--- config.mk ---
export PLATFORM = sky130hd
export DESIGN_NAME = sar_adc_ctrl
export DESIGN_NICKNAME = d
export VERILOG_FILES = /design/src/rtl/sar_pkg.sv /design/src/rtl/sar_pinmux.sv /design/src/rtl/sar_seq.sv /design/src/rtl/sar_regs.sv /design/src/rtl/sar_adc_ctrl.sv
export SDC_FILE = /design/constraint.sdc
export NUM_CORES = 1
export LEC_CHECK = 0
export ABC_AREA = 1
export BUFFER_PORTS_ARGS = -buffer_cell sky130_fd_sc_hd__buf_2
export CORE_ASPECT_RATIO = 1.1
export CORE_MARGIN = 2
export CORE_UTILIZATION = 59
export DETAILED_ROUTE_END_ITERATION = 6
export MAX_ROUTING_LAYER = met4
export PLACE_DENSITY = 0.87
export SYNTH_ARGS = -nofsm -noshare
export SYNTH_HDL_FRONTEND = slang
export SYNTH_SLANG_ARGS = --single-unit
--- constraint.sdc ---
create_clock -name clk -period 3.03 [get_ports clk]
set_input_delay 0.4545 -clock clk [delete_from_list [all_inputs] [get_ports clk]]
set_output_delay 0.4545 -clock clk [all_outputs]
set_load 0.005 [all_outputs]
--- src/rtl/sar_pkg.sv ---
package sar_pkg;

  typedef enum logic [1:0] {
    ST_IDLE   = 2'd0,
    ST_SAMPLE = 2'd1,
    ST_CONV   = 2'd2
  } sar_state_e;

  // Code presented to the DAC while bit 'idx' is under test (up to 16-bit codes).
  function automatic logic [15:0] sar_trial(input logic [15:0] acc, input logic [3:0] idx);
    return acc | (16'd1 << idx);
  endfunction

  // Decided code after the comparator answer for bit 'idx'.
  function automatic logic [15:0] sar_decide(input logic [15:0] acc, input logic [3:0] idx,
                                             input logic keep);
    logic [15:0] bitm;
    bitm = 16'd1 << idx;
    return keep ? (acc | bitm) : (acc & ~bitm);
  endfunction

endpackage

--- src/rtl/sar_pinmux.sv ---
module sar_pinmux #(
  parameter int NUM_CH = 8
) (
  input  logic [NUM_CH-1:0] ansel,
  input  logic [NUM_CH-1:0] pin_in,
  output logic [NUM_CH-1:0] dig_in
);
  for (genvar g = 0; g < NUM_CH; g++) begin : g_pin
    assign dig_in[g] = ansel[g] ? 1'b0 : pin_in[g];
  end
endmodule

--- src/rtl/sar_seq.sv ---
module sar_seq
  import sar_pkg::*;
#(
  parameter int RES_BITS = 12,
  parameter int SMP_W    = 4,
  localparam int IDX_W   = $clog2(RES_BITS)
) (
  input  logic                clk,
  input  logic                rst_n,
  input  logic                start,
  input  logic                abort,
  input  logic [SMP_W-1:0]    smp_len,
  input  logic                cmp_hi,
  output logic                busy,
  output logic                sh_sample,
  output logic                converting,
  output logic                done,
  output logic [RES_BITS-1:0] result,
  output logic [RES_BITS-1:0] dac_code,
  output logic [RES_BITS-1:0] trial_mask
);
  sar_state_e          state;
  logic [SMP_W-1:0]    cnt;
  logic [IDX_W-1:0]    idx;
  logic [RES_BITS-1:0] acc;
  logic [RES_BITS-1:0] next_acc;

  assign busy       = (state != ST_IDLE);
  assign sh_sample  = (state == ST_SAMPLE);
  assign converting = (state == ST_CONV);
  assign next_acc   = RES_BITS'(sar_decide(16'(acc), 4'(idx), cmp_hi));
  assign done       = converting && (idx == '0) && !abort;
  assign result     = next_acc;
  assign dac_code   = converting ? RES_BITS'(sar_trial(16'(acc), 4'(idx))) : '0;
  assign trial_mask = converting ? (RES_BITS'(1) << idx) : '0;

  always_ff @(posedge clk or negedge rst_n) begin
    if (!rst_n) begin
      state <= ST_IDLE;
      cnt   <= '0;
      idx   <= '0;
      acc   <= '0;
    end else begin
      unique case (state)
        ST_IDLE: begin
          if (start) begin
            state <= ST_SAMPLE;
            cnt   <= smp_len;
            acc   <= '0;
          end
        end
        ST_SAMPLE: begin
          if (abort) begin
            state <= ST_IDLE;
          end else if (cnt == '0) begin
            state <= ST_CONV;
            idx   <= IDX_W'(RES_BITS - 1);
          end else begin
            cnt <= cnt - 1'b1;
          end
        end
        ST_CONV: begin
          if (abort) begin
            state <= ST_IDLE;
          end else begin
            acc <= next_acc;
            if (idx == '0) state <= ST_IDLE;
            else           idx   <= idx - 1'b1;
          end
        end
        default: state <= ST_IDLE;
      endcase
    end
  end
endmodule

--- src/rtl/sar_regs.sv ---
module sar_regs #(
  parameter int RES_BITS = 12,
  parameter int NUM_CH   = 8,
  parameter int SMP_W    = 4,
  parameter int AW       = 3,
  parameter int DW       = 8,
  localparam int CH_W    = $clog2(NUM_CH)
) (
  input  logic                clk,
  input  logic                rst_n,
  input  logic                reg_we,
  input  logic [AW-1:0]       reg_addr,
  input  logic [DW-1:0]       reg_wdata,
  output logic [DW-1:0]       reg_rdata,
  input  logic                busy,
  input  logic                done,
  input  logic [RES_BITS-1:0] result,
  output logic                en,
  output logic [CH_W-1:0]     chan,
  output logic [1:0]          vref,
  output logic [SMP_W-1:0]    smp_len,
  output logic                start,
  output logic                abort,
  output logic                flag,
  output logic [NUM_CH-1:0]   ansel,
  output logic [RES_BITS-1:0] res_q
);
  localparam logic [AW-1:0] A_CTRL = AW'(0);
  localparam logic [AW-1:0] A_TIME = AW'(1);
  localparam logic [AW-1:0] A_RHI  = AW'(2);
  localparam logic [AW-1:0] A_RLO  = AW'(3);
  localparam logic [AW-1:0] A_FLAG = AW'(4);
  localparam logic [AW-1:0] A_MASK = AW'(5);

  logic wr_ctrl, wr_time, wr_flag, wr_mask;
  assign wr_ctrl = reg_we && (reg_addr == A_CTRL);
  assign wr_time = reg_we && (reg_addr == A_TIME);
  assign wr_flag = reg_we && (reg_addr == A_FLAG);
  assign wr_mask = reg_we && (reg_addr == A_MASK);

  assign start = wr_ctrl && reg_wdata[0] && reg_wdata[1] && en && !busy;
  assign abort = wr_ctrl && busy && !(reg_wdata[0] && reg_wdata[1]);

  always_ff @(posedge clk or negedge rst_n) begin
    if (!rst_n) begin
      en      <= 1'b0;
      chan    <= '0;
      vref    <= '0;
      smp_len <= '0;
      flag    <= 1'b0;
      ansel   <= '1;
    end else begin
      if (wr_ctrl) begin
        en   <= reg_wdata[0];
        chan <= reg_wdata[2 +: CH_W];
      end
      if (wr_time) begin
        vref    <= reg_wdata[1:0];
        smp_len <= reg_wdata[4 +: SMP_W];
      end
      if (wr_mask) ansel <= reg_wdata[NUM_CH-1:0];
      if (done)                         flag <= 1'b1;
      else if (wr_flag && !reg_wdata[0]) flag <= 1'b0;
    end
  end

  // Result pair: loaded only on completion, deliberately outside the reset.
  always_ff @(posedge clk) begin
    if (done) res_q <= result;
  end

  always_comb begin
    reg_rdata = '0;
    unique case (reg_addr)
      A_CTRL: begin
        reg_rdata[0]         = en;
        reg_rdata[1]         = busy;
        reg_rdata[2 +: CH_W] = chan;
      end
      A_TIME: begin
        reg_rdata[1:0]        = vref;
        reg_rdata[4 +: SMP_W] = smp_len;
      end
      A_RHI:  reg_rdata = DW'(res_q >> DW);
      A_RLO:  reg_rdata = res_q[DW-1:0];
      A_FLAG: reg_rdata[0] = flag;
      A_MASK: reg_rdata = DW'(ansel);
      default: reg_rdata = '0;
    endcase
  end
endmodule

--- src/rtl/sar_adc_ctrl.sv ---
module sar_adc_ctrl #(
  parameter int RES_BITS = 12,
  parameter int NUM_CH   = 8,
  parameter int SMP_W    = 4,
  parameter int AW       = 3,
  parameter int DW       = 8,
  localparam int CH_W    = $clog2(NUM_CH)
) (
  input  logic                clk,
  input  logic                rst_n,
  input  logic                reg_we,
  input  logic [AW-1:0]       reg_addr,
  input  logic [DW-1:0]       reg_wdata,
  output logic [DW-1:0]       reg_rdata,
  output logic                irq,
  output logic                adc_on,
  output logic [CH_W-1:0]     chan_sel,
  output logic [1:0]          vref_sel,
  output logic                sh_sample,
  output logic [RES_BITS-1:0] dac_code,
  input  logic                cmp_hi,
  input  logic [NUM_CH-1:0]   pin_in,
  output logic [NUM_CH-1:0]   dig_in
);
  logic                busy, done, start_req, abort_req, converting;
  logic [SMP_W-1:0]    smp_len;
  logic [RES_BITS-1:0] result, res_q, trial_mask;
  logic [NUM_CH-1:0]   ansel;

  sar_regs #(
    .RES_BITS(RES_BITS), .NUM_CH(NUM_CH), .SMP_W(SMP_W), .AW(AW), .DW(DW)
  ) u_regs (
    .clk(clk), .rst_n(rst_n), .reg_we(reg_we), .reg_addr(reg_addr),
    .reg_wdata(reg_wdata), .reg_rdata(reg_rdata), .busy(busy), .done(done),
    .result(result), .en(adc_on), .chan(chan_sel), .vref(vref_sel),
    .smp_len(smp_len), .start(start_req), .abort(abort_req), .flag(irq),
    .ansel(ansel), .res_q(res_q)
  );

  sar_seq #(.RES_BITS(RES_BITS), .SMP_W(SMP_W)) u_seq (
    .clk(clk), .rst_n(rst_n), .start(start_req), .abort(abort_req),
    .smp_len(smp_len), .cmp_hi(cmp_hi), .busy(busy), .sh_sample(sh_sample),
    .converting(converting), .done(done), .result(result),
    .dac_code(dac_code), .trial_mask(trial_mask)
  );

  sar_pinmux #(.NUM_CH(NUM_CH)) u_pins (
    .ansel(ansel), .pin_in(pin_in), .dig_in(dig_in)
  );
endmodule

==> results.sh, run 1 <==
export IMPL_syn_to_final_growth_pct=13.7
export IMPL_die_y_um=78.4
export IMPL_dpl_cell_area_um2=3270
export IMPL_cp_arrival_ns=1.75
export IMPL_root_buffer="clkbuf_8"
export IMPL_total_leakage_power_nw=1.75
export IMPL_synth_most_common_cell="nand2_1"
export IMPL_syn_inst=377
export IMPL_grt_pass1_wl_mm=11.0
export IMPL_finalHoldViolations=0
export IMPL_synth_area_leader_cell="dfrtp_1"
export IMPL_cp_slowest_cell="dfrtp_1"
export IMPL_peakVddDrop_mv=0.554
export IMPL_worstPathMaxFanout=15
export IMPL_fin_setup_tns_ns=0
export IMPL_async_reset_ff_share_pct=77.4
export IMPL_coreArea_um2=4930
export IMPL_synth_edff_count=12
export IMPL_initial_core_util_pct=60.2
export IMPL_setup_viol=0
export IMPL_dp_cells=482
export IMPL_final_util_pct=68.5
export IMPL_grt_max_degree=42
export IMPL_routabilityCongestion=0.906
export IMPL_yosysSeqAreaShare_pct=47.0
export IMPL_relSlewSlack_pct=37.6
export IMPL_yosysWarnings=0
export IMPL_dieArea_um2=5620
export IMPL_num_vias=2682
export IMPL_ios=59
export IMPL_crit_type="reg2out"
export IMPL_skew_ns=0.0123
export IMPL_worst_pin_slew_ns=0.936
export IMPL_cpPeakStageDelay_ns=0.71
export IMPL_nets=460
export IMPL_wirelength_mm=6.56
export IMPL_cp_num_buf_inv=3
export IMPL_clock_latency_ns=0.31
export IMPL_fmax_mhz=454
export IMPL_rows=27
export IMPL_antenna_found_initial=0
export IMPL_rsz0062_at_grt="no"
export IMPL_drc=0
export IMPL_synth_top_family_by_area="simple AND/OR/NAND/NOR gates"
export IMPL_synth_seq_cells=53
export IMPL_cts_made_buffers=5
export IMPL_crit_path_frequent_cell="inv_2"
export IMPL_synth_adder_area_share_pct=2.53
export IMPL_synth_top_area_share_pct=27.8
export IMPL_hold_path_class="in2async"
export IMPL_status="completed"
export IMPL_hold_buffers=0
export IMPL_synth_compound_area_share_pct=9.82
export IMPL_p_per_area_nw_per_um2=725
export IMPL_clk_pin_slew_ns=0.10
export IMPL_cts_resized=0
export IMPL_final_cells=490
export IMPL_grt_ovfl_total=0
export IMPL_min_period_ns=2.20
export IMPL_synth_mux_area_share_pct=0
export IMPL_syn_nets=406
export IMPL_n_antenna_cell=0
export IMPL_avgViaCountPerCell=5.47
export IMPL_drt_iter0_markers=233
export IMPL_cp_start_kind="flip-flop"
export IMPL_ys_flop_type="dfrtp_1"
export IMPL_crit_family="flip-flops"
export IMPL_dp_hpwl_mm=4.94
export IMPL_yosys_top_cells_area="dfrtp_1 28%, nand2_1 13%, edfxtp_1 12%"
export IMPL_worst_ep_required_time_ns=2.58
export IMPL_port_buffers=58
export IMPL_wl_per_cell_um=13.4
export IMPL_cp_cell_sequence="inv_2 > nor2_4 > inv_2 > a21oi_1 > buf_2"
export IMPL_maxCapViolations=0
export IMPL_grt_usage_pct=25.0
export IMPL_cts_max_level=2
export IMPL_critPathCaptureType="output pin"
export IMPL_clock_sinks=53
export IMPL_avgSynthCellArea_um2=7.88
export IMPL_first_global_vias=2476
export IMPL_synth_common_cells="101 x nand2_1, 51 x inv_1, 38 x nand3_1, 33 x dfrtp_1, 22 x o21ai_0"
export IMPL_stdcell_area_um2=3380
export IMPL_post_cts_buffers=0
export IMPL_ant_nets=0
export IMPL_layout_worst_path_cycle_share_pct=72.7
export IMPL_n_fill_cell=398
export IMPL_first_pass_iters=5
export IMPL_synth_simple_gate_area_share_pct=30.8
export IMPL_finalMaxSlewViolations=0
export IMPL_cts_tree="built"
export IMPL_ys_types=28
export IMPL_drive_above_1_share_pct=24.5
export IMPL_netlist_area_um2=2970
export IMPL_die_x_um=71.6
export IMPL_cts_buffer_depth=2
export IMPL_synth_xor_area_share_pct=0.295
==> worst reg2reg max path, delay by kind of cell, from the launching register on <==
family	cells	cell delay, ns
AND/OR/NAND/NOR	4	0.68
buffers and inverters	1	0.35
flip-flops	1	0.59
==> state kept, by name (all words and copies together) (netlist names) <==
signal,count
u_regs.res_q,12
u_seq.acc,12
u_regs.ansel,8
u_regs.smp_len,4
u_seq.cnt,4
u_seq.idx,4
u_regs.chan,3
u_regs.vref,2
u_seq.state,2
u_regs.en,1
u_regs.flag,1
==> routing by layer <==
metal / vias up / track usage, % / share of wire (%)
met5: - / - / 0
met4: 0 / 11.1 / 2.3
met3: 15 / 4.62 / 7.2
met2: 108 / 38.6 / 46
met1: 1224 / 32.4 / 45
li1: 1335 / - / -
==> layout by cell type, fill, tap and decap left out, types with 2 or more instances in the layout <==
| cell | instances |
|---|---|
| o21ai_2 | 9 |
| nand2_1 | 101 |
| edfxtp_1 | 12 |
| dfrtp_1 | 33 |
| ha_1 | 6 |
| nand2_2 | 9 |
| nor2_4 | 2 |
| nand3_1 | 38 |
| nor3_1 | 2 |
| inv_2 | 7 |
| buf_2 | 58 |
| o21ai_0 | 22 |
| inv_1 | 51 |
| o21ai_1 | 7 |
| clkbuf_8 | 5 |
| a21oi_1 | 12 |
| dfstp_2 | 8 |
| nor2_2 | 4 |
| nor2_1 | 17 |
| nand4_1 | 21 |
==> per-stage QoR <==
step,hold slack [ns],worst slack (ns),power [mW]
2_1_floorplan,0.159,1.41,1.73
3_3_place_gp,0.478,1.18,1.93
3_5_place_dp,0.483,1.09,1.97
4_1_cts,0.304,0.859,2.45
5_1_grt,0.343,0.697,2.64
6_report,0.283,0.829,2.45
==> power breakdown <==
group | internal, mW | switching [mW] | total (mW)
Clock | 0.248 | 0.229 | 0.477
Combinational | 0.308 | 0.542 | 0.851
Sequential | 0.942 | 0.179 | 1.12
Total | 1.50 | 0.950 | 2.45
==> final timing paths <==
path | startpoint | endpoint | slack, ns | cells past startpoint
max | u_seq.state[1] | dac_code[3] | 0.83 | 5
min | rst_n | u_regs.flag | 0.28 | 1
max reg2reg | u_seq.state[1] | u_regs.res_q[7] | 1.05 | 5
min reg2reg | u_regs.ansel[6] | u_regs.ansel[6] | 0.50 | 2
max in group asynchronous | rst_n | u_seq.state[0] | 2.16 | 1
min in group clk | reg_wdata[5] | u_regs.ansel[5] | 0.37 | 3
==> layout make-up <==
cell class | instances | area, um^2 | share of cell area (%)
inverter | 58 | 218 | 6.45
clock inverter | 2 | 38.8 | 1.15
timing repair buffer | 58 | 290 | 8.60
multi-input combinational | 255 | 1290 | 38.2
sequential | 53 | 1400 | 41.3
clock buffer | 6 | 72.6 | 2.15
tap | 58 | 72.6 | 2.15
==> cell families (layout without fill, tap and decap cells) <==
group / after synthesis / in the layout
simple gates: 197 / 197
buf+inv: 69 / 124
flops: 53 / 53
compound gates: 51 / 51
fa+ha+maj: 6 / 6
xor+xnor: 1 / 1
Power figures use the tool's default switching activity.
==> inputs of run 2 (changes only) <==
--- a/config.mk
+++ b/config.mk
@@ -9,10 +9,10 @@
 export BUFFER_PORTS_ARGS = -buffer_cell sky130_fd_sc_hd__buf_2
 export CORE_ASPECT_RATIO = 1.1
 export CORE_MARGIN = 2
-export CORE_UTILIZATION = 59
+export CORE_UTILIZATION = 55
 export DETAILED_ROUTE_END_ITERATION = 6
 export MAX_ROUTING_LAYER = met4
-export PLACE_DENSITY = 0.87
+export PLACE_DENSITY = 0.82
 export SYNTH_ARGS = -nofsm -noshare
 export SYNTH_HDL_FRONTEND = slang
 export SYNTH_SLANG_ARGS = --single-unit
==> constraint.sdc (replaced) <==
create_clock -name clk -period 2.05 [get_ports clk]
set_input_delay 0.3075 -clock clk [delete_from_list [all_inputs] [get_ports clk]]
set_output_delay 0.3075 -clock clk [all_outputs]
set_load 0.005 [all_outputs]
==> run 2 against run 1 <==
Net effect:
- via count fell by 0.86%
- clock-buffer cell count did not move
- power rose by 49%
- hold slack lost 0.066 ns
- sequential share of layout area is 0.83 points lower
- largest cell class unchanged
- cell area up 2.0%
- largest power group unchanged
==> results.sh, run 2 (same netlist as run 1, synthesis figures left out) <==
export IMPL_status="completed"
export IMPL_port_buffers=58
export IMPL_cp_start_kind="flip-flop"
export IMPL_relSlewSlack_pct=66.0
export IMPL_worst_pin_slew_ns=0.506
export IMPL_r2r_end="u_regs.res_q[11]"
export IMPL_layout_worst_path_cycle_share_pct=94.8
export IMPL_die_x_um=74.1
export IMPL_cts_buffer_depth=2
export IMPL_hold_path_class="in2reg"
export IMPL_finalHoldViolations=0
export IMPL_num_vias=2659
export IMPL_grt_max_degree=23
export IMPL_post_cts_buffers=0
export IMPL_crit_path_end="dac_code[5]"
export IMPL_avgViaCountPerCell=5.20
export IMPL_p_per_area_nw_per_um2=1060
export IMPL_cts_max_level=2
export IMPL_dp_hpwl_mm=4.94
export IMPL_drc=0
export IMPL_nets=464
export IMPL_rsz0062_at_grt="no"
export IMPL_grt_ovfl_total=0
export IMPL_cp_arrival_ns=1.64
export IMPL_clk_pin_slew_ns=0.10
export IMPL_final_cell_mix="101 x nand2_1, 58 x buf_2, 50 x inv_1, 38 x nand3_1, 33 x dfrtp_1"
export IMPL_critPathCaptureType="output pin"
export IMPL_die_y_um=81.1
export IMPL_first_pass_iters=4
export IMPL_cts_made_buffers=5
export IMPL_power_total_mw=3.66
export IMPL_layout_commonest_cell="nand2_1"
export IMPL_wl_per_cell_um=12.9
export IMPL_drt_iter0_markers=137
export IMPL_setup_viol=0
export IMPL_clock_sinks=53
export IMPL_worst_ep_required_time_ns=1.74
export IMPL_total_leakage_power_nw=1.77
export IMPL_fin_setup_tns_ns=0
export IMPL_grt_usage_pct=23.6
export IMPL_drive_above_1_share_pct=25.5
export IMPL_ios=59
export IMPL_startpoint="u_seq.state[1]"
export IMPL_reg2reg_from="u_seq.idx[1]"
export IMPL_dpl_cell_area_um2=3320
export IMPL_worstPathMaxFanout=15
export IMPL_dieArea_um2=6000
export IMPL_first_global_vias=2465
export IMPL_min_period_ns=1.94
export IMPL_peakVddDrop_mv=0.623
export IMPL_rows=28
export IMPL_antenna_found_initial=0
export IMPL_finalMaxSlewViolations=0
export IMPL_biggestRegsByFlops="u_regs.res_q x12, u_seq.acc x12, u_regs.ansel x8"
export IMPL_rrSetupSlack_ns=0.25
export IMPL_root_buffer="clkbuf_8"
export IMPL_maxCapViolations=0
export IMPL_cts_tree="built"
export IMPL_skew_ns=0.00743
export IMPL_clock_latency_ns=0.31
export IMPL_wirelength_mm=6.60
export IMPL_initial_core_util_pct=56.1
export IMPL_coreArea_um2=5290
export IMPL_routabilityCongestion=0.944
export IMPL_ant_nets=0
export IMPL_crit_type="reg2out"
export IMPL_min_from="reg_wdata[2]"
export IMPL_grt_pass1_wl_mm=10.7
export IMPL_stdcell_area_um2=3450
export IMPL_n_antenna_cell=0
export IMPL_reg2reg_depth=6
export IMPL_n_fill_cell=456
export IMPL_fmax_mhz=514
export IMPL_syn_to_final_growth_pct=16.1
[run 2: changes by cell type in the layout (fill, tap and decap cells not counted), sizes merged]
cell,previous run,this run
dlygate4sd3,0,1
buf,58,61
[run 2: worst min-delay path by stage]
| stage | to | slack, ns | cells after the start |
|---|---|---|---|
| 2_1_floorplan | u_regs.chan[0] | 0.01 | 0 |
| 3_3_place_gp | u_regs.chan[0] | 0.29 | 1 |
| 3_5_place_dp | u_regs.chan[0] | 0.30 | 1 |
| 4_1_cts | u_regs.ansel[3] | 0.21 | 3 |
| 5_1_grt | u_regs.ansel[2] | 0.22 | 3 |
| 6_report | u_regs.ansel[2] | 0.22 | 3 |
[run 2: final cells by class]
cell class | count | area (um^2) | share of cell area (%)
Tap cell | 75 | 93.8 | 2.72
Inverter | 58 | 218 | 6.32
Multi-Input combinational cell | 255 | 1290 | 37.5
Clock inverter | 2 | 38.8 | 1.13
Sequential cell | 53 | 1400 | 40.5
Timing Repair Buffer | 62 | 335 | 9.73
Clock buffer | 6 | 72.6 | 2.11
[run 2: critical path, cell delays in order (launching register included)]
cell and delay (ns):
dfrtp_1 0.38, buf_4 0.23, inv_2 0.06, nor2_4 0.16, inv_2 0.15, a21oi_1 0.19, buf_2 0.15
[run 2: stage by stage]
stage          util, %  std cells  setup slack, ns  hold slack [ns]
2_1_floorplan        -        377            0.428           0.0119
3_3_place_gp      62.8        502            0.320            0.294
3_5_place_dp      62.8        502            0.192            0.298
4_1_cts           65.1        511            0.118            0.214
5_1_grt           65.1        511          0.00853            0.218
6_report          65.1        511            0.106            0.217
[run 2: what timing repair did]
action | in CTS | in global routing
resized for setup | 0 | 2
setup endpoints to repair | 0 | 1
endpoints found under the hold margin | 17 | 0
hold buffers | 1 | 0
[run 2: power breakdown]
| group | internal [mW] | leakage (nW) | switching, mW |
|---|---|---|---|
| clock | 0.367 | 0.0554 | 0.353 |
| sequential | 1.39 | 0.624 | 0.227 |
| combinational | 0.476 | 1.09 | 0.843 |
| total | 2.24 | 1.77 | 1.42 |
[run 2: layer usage]
metal / vias up / part of all wire (%) / track usage (%)
met2: 87 / 47 / 38.5
met4: 0 / 1.1 / 8.00
li1: 1350 / - / -
met3: 7 / 6.1 / 4.71
met5: - / 0 / -
met1: 1215 / 46 / 29.4
==> inputs of run 3 (changes only) <==
--- a/config.mk
+++ b/config.mk
@@ -5,7 +5,6 @@
 export SDC_FILE = /design/constraint.sdc
 export NUM_CORES = 1
 export LEC_CHECK = 0
-export ABC_AREA = 1
 export BUFFER_PORTS_ARGS = -buffer_cell sky130_fd_sc_hd__buf_2
 export CORE_ASPECT_RATIO = 1.1
 export CORE_MARGIN = 2
==> run 3 against run 2 <==
Net effect:
- power down 3.8%
- register-to-register slack got worse by 0.04 ns
- combinational power decreased by 5%
- final cell count shrank 18%
- flip-flop and latch count unchanged
- hold slack worse by 0.17 ns
- first-iteration DRC count shrank 33%
- via count is 13% lower
- cell area up 3.5%
- worst setup slack got worse by 0.054 ns
- critical endpoint is now dac_code[0]
- largest power group unchanged
==> results.sh, run 3 <==
export IMPL_cts_max_level=2
export IMPL_synth_top_area_share_pct=27.8
export IMPL_first_global_vias=2244
export IMPL_wirelength_mm=6.65
export IMPL_antenna_found_initial=0
export IMPL_yosysWarnings=0
export IMPL_maxCapViolations=0
export IMPL_synth_edff_count=12
export IMPL_initial_core_util_pct=56.1
export IMPL_coreArea_um2=5290
export IMPL_drive_above_1_share_pct=41.2
export IMPL_async_reset_ff_share_pct=77.4
export IMPL_n_antenna_cell=0
export IMPL_port_buffers=58
export IMPL_layout_worst_path_cycle_share_pct=97.5
export IMPL_crit_type="reg2out"
export IMPL_syn_nets=300
export IMPL_drt_iter0_markers=92
export IMPL_total_leakage_power_nw=1.61
export IMPL_die_y_um=81.1
export IMPL_avgViaCountPerCell=5.53
export IMPL_cpPeakStageDelay_ns=0.42
export IMPL_biggestRegsByFlops="u_regs.res_q x12, u_seq.acc x12, u_regs.ansel x8"
export IMPL_synth_area_leader_cell="dfrtp_1"
export IMPL_critPathCaptureType="output pin"
export IMPL_clock_latency_ns=0.31
export IMPL_yosys_top_cells_area="dfrtp_1 28%, mux2_2 13%, edfxtp_1 12%"
export IMPL_synth_compound_area_share_pct=9.39
export IMPL_hold_path_class="in2async"
export IMPL_relSlewSlack_pct=63.6
export IMPL_crit_family="flip-flops"
export IMPL_cp_start_kind="flip-flop"
export IMPL_first_pass_iters=5
export IMPL_dp_cells=407
export IMPL_worst_pin_slew_ns=0.546
export IMPL_cts_made_buffers=5
export IMPL_final_cells=417
export IMPL_grt_max_degree=42
export IMPL_cp_arrival_ns=1.69
export IMPL_synth_simple_gate_area_share_pct=16.5
export IMPL_n_fill_cell=398
export IMPL_synth_common_cells="33 x dfrtp_1, 33 x mux2_2, 19 x inv_1, 18 x nor2_1, 17 x a21oi_1"
export IMPL_root_buffer="clkbuf_8"
export IMPL_die_x_um=74.1
export IMPL_nets=370
export IMPL_ios=59
export IMPL_syn_inst=271
export IMPL_syn_to_final_growth_pct=20.1
export IMPL_setup_viol=0
export IMPL_synth_top_family_by_area="multiplexers"
export IMPL_layout_setup_ws_ns=0.0512
export IMPL_num_vias=2304
export IMPL_grt_usage_pct=23.8
export IMPL_cts_tree="built"
export IMPL_drc=0
export IMPL_p_per_area_nw_per_um2=987
export IMPL_peakVddDrop_mv=0.551
export IMPL_dpl_cell_area_um2=3420
export IMPL_synth_xor_area_share_pct=0
export IMPL_crit_path_frequent_cell="nor2_1"
export IMPL_ys_flop_type="dfrtp_1"
export IMPL_finalMaxSlewViolations=0
export IMPL_grt_ovfl_total=0
export IMPL_min_period_ns=2.00
export IMPL_hold_buffers=0
export IMPL_skew_ns=0.00675
export IMPL_dieArea_um2=6010
export IMPL_cp_cell_sequence="inv_1 > ha_2 > nor3b_4 > buf_4 > nor2_1 > nor2_1 > buf_2"
export IMPL_stdcell_area_um2=3570
export IMPL_clock_sinks=53
export IMPL_netlist_area_um2=2970
export IMPL_rows=28
export IMPL_cp_num_buf_inv=3
export IMPL_finalHoldViolations=0
export IMPL_wl_per_cell_um=16.0
export IMPL_synth_adder_area_share_pct=2.53
export IMPL_fmax_mhz=500
export IMPL_dp_slack_ns=0.0990
export IMPL_dp_hpwl_mm=4.74
export IMPL_clk_pin_slew_ns=0.10
export IMPL_synth_seq_cells=53
export IMPL_worstPathMaxFanout=4
export IMPL_synth_mux_area_share_pct=19.9
export IMPL_cts_buffer_depth=2
export IMPL_grt_pass1_wl_mm=10.5
export IMPL_avgSynthCellArea_um2=11.0
export IMPL_routabilityCongestion=0.909
export IMPL_ant_nets=0
export IMPL_status="completed"
export IMPL_ys_types=42
export IMPL_layout_commonest_cell="buf_2"
export IMPL_final_cell_mix="58 x buf_2, 33 x mux2_2, 33 x dfrtp_1, 18 x inv_1, 18 x nor2_1"
export IMPL_yosysSeqAreaShare_pct=47.0
export IMPL_worst_ep_required_time_ns=1.74
export IMPL_cp_slowest_cell="dfrtp_1"
-- run 3: what timing repair did --
item | in CTS | in global routing
setup endpoints to repair | 1 | 6
resized for setup | 2 | 4
pin swaps | 0 | 0
buffers inserted | 0 | 2
-- run 3: final timing paths --
check,depth (start not counted),startpoint,endpoint,slack (ns)
worst max-delay path,7,u_seq.idx[1],dac_code[0],0.05
worst min-delay path,2,rst_n,u_seq.acc[2],0.05
worst max register to register,6,u_seq.idx[1],u_seq.acc[0],0.21
worst min register to register,1,u_regs.chan[0],u_regs.chan[0],0.54
max in group asynchronous,2,rst_n,u_regs.ansel[5],1.61
min in group clk,2,reg_wdata[2],u_regs.ansel[2],0.24
-- run 3: cells by family (layout without fill, tap and decap cells) --
family,after synthesis,after routing
buffers and inverters,32,103
AOI/OAI and AO/OA,44,44
muxes,51,51
adders and majority gates,6,6
DFF,53,53
and+or+nand+nor,85,85
-- run 3: power breakdown --
part	switching (mW)	internal [mW]
Combinational	0.617	0.635
Clock	0.342	0.360
Sequential	0.251	1.32
Total	1.21	2.31
-- run 3: area by class of cell --
| type | instances | area (um^2) | area share [%] |
|---|---|---|---|
| Multi-Input combinational cell | 186 | 1460 | 40.9 |
| Clock inverter | 3 | 41.3 | 1.16 |
| Clock buffer | 5 | 68.8 | 1.93 |
| Sequential cell | 53 | 1400 | 39.1 |
| Tap cell | 75 | 93.8 | 2.63 |
| Timing Repair Buffer | 76 | 438 | 12.3 |
| Inverter | 19 | 71.3 | 2.00 |
-- run 3: metal layers --
layer | track usage [%] | part of all wire, %
met5 | - | 0
met4 | 10.4 | 2.6
met3 | 3.85 | 4.8
met2 | 37.7 | 48
met1 | 30.3 | 45
-- run 3: stage by stage --
stage	power (mW)	utilization, %	setup TNS (ns)	hold WS (ns)
2_1_floorplan	2.34	-	0	0.0119
3_3_place_gp	2.72	64.7	0	0.406
3_5_place_dp	2.76	64.7	0	0.404
4_1_cts	3.49	67.0	0	0.0656
5_1_grt	3.73	67.4	-0.00255	0.0922
6_report	3.52	67.4	0	0.0515
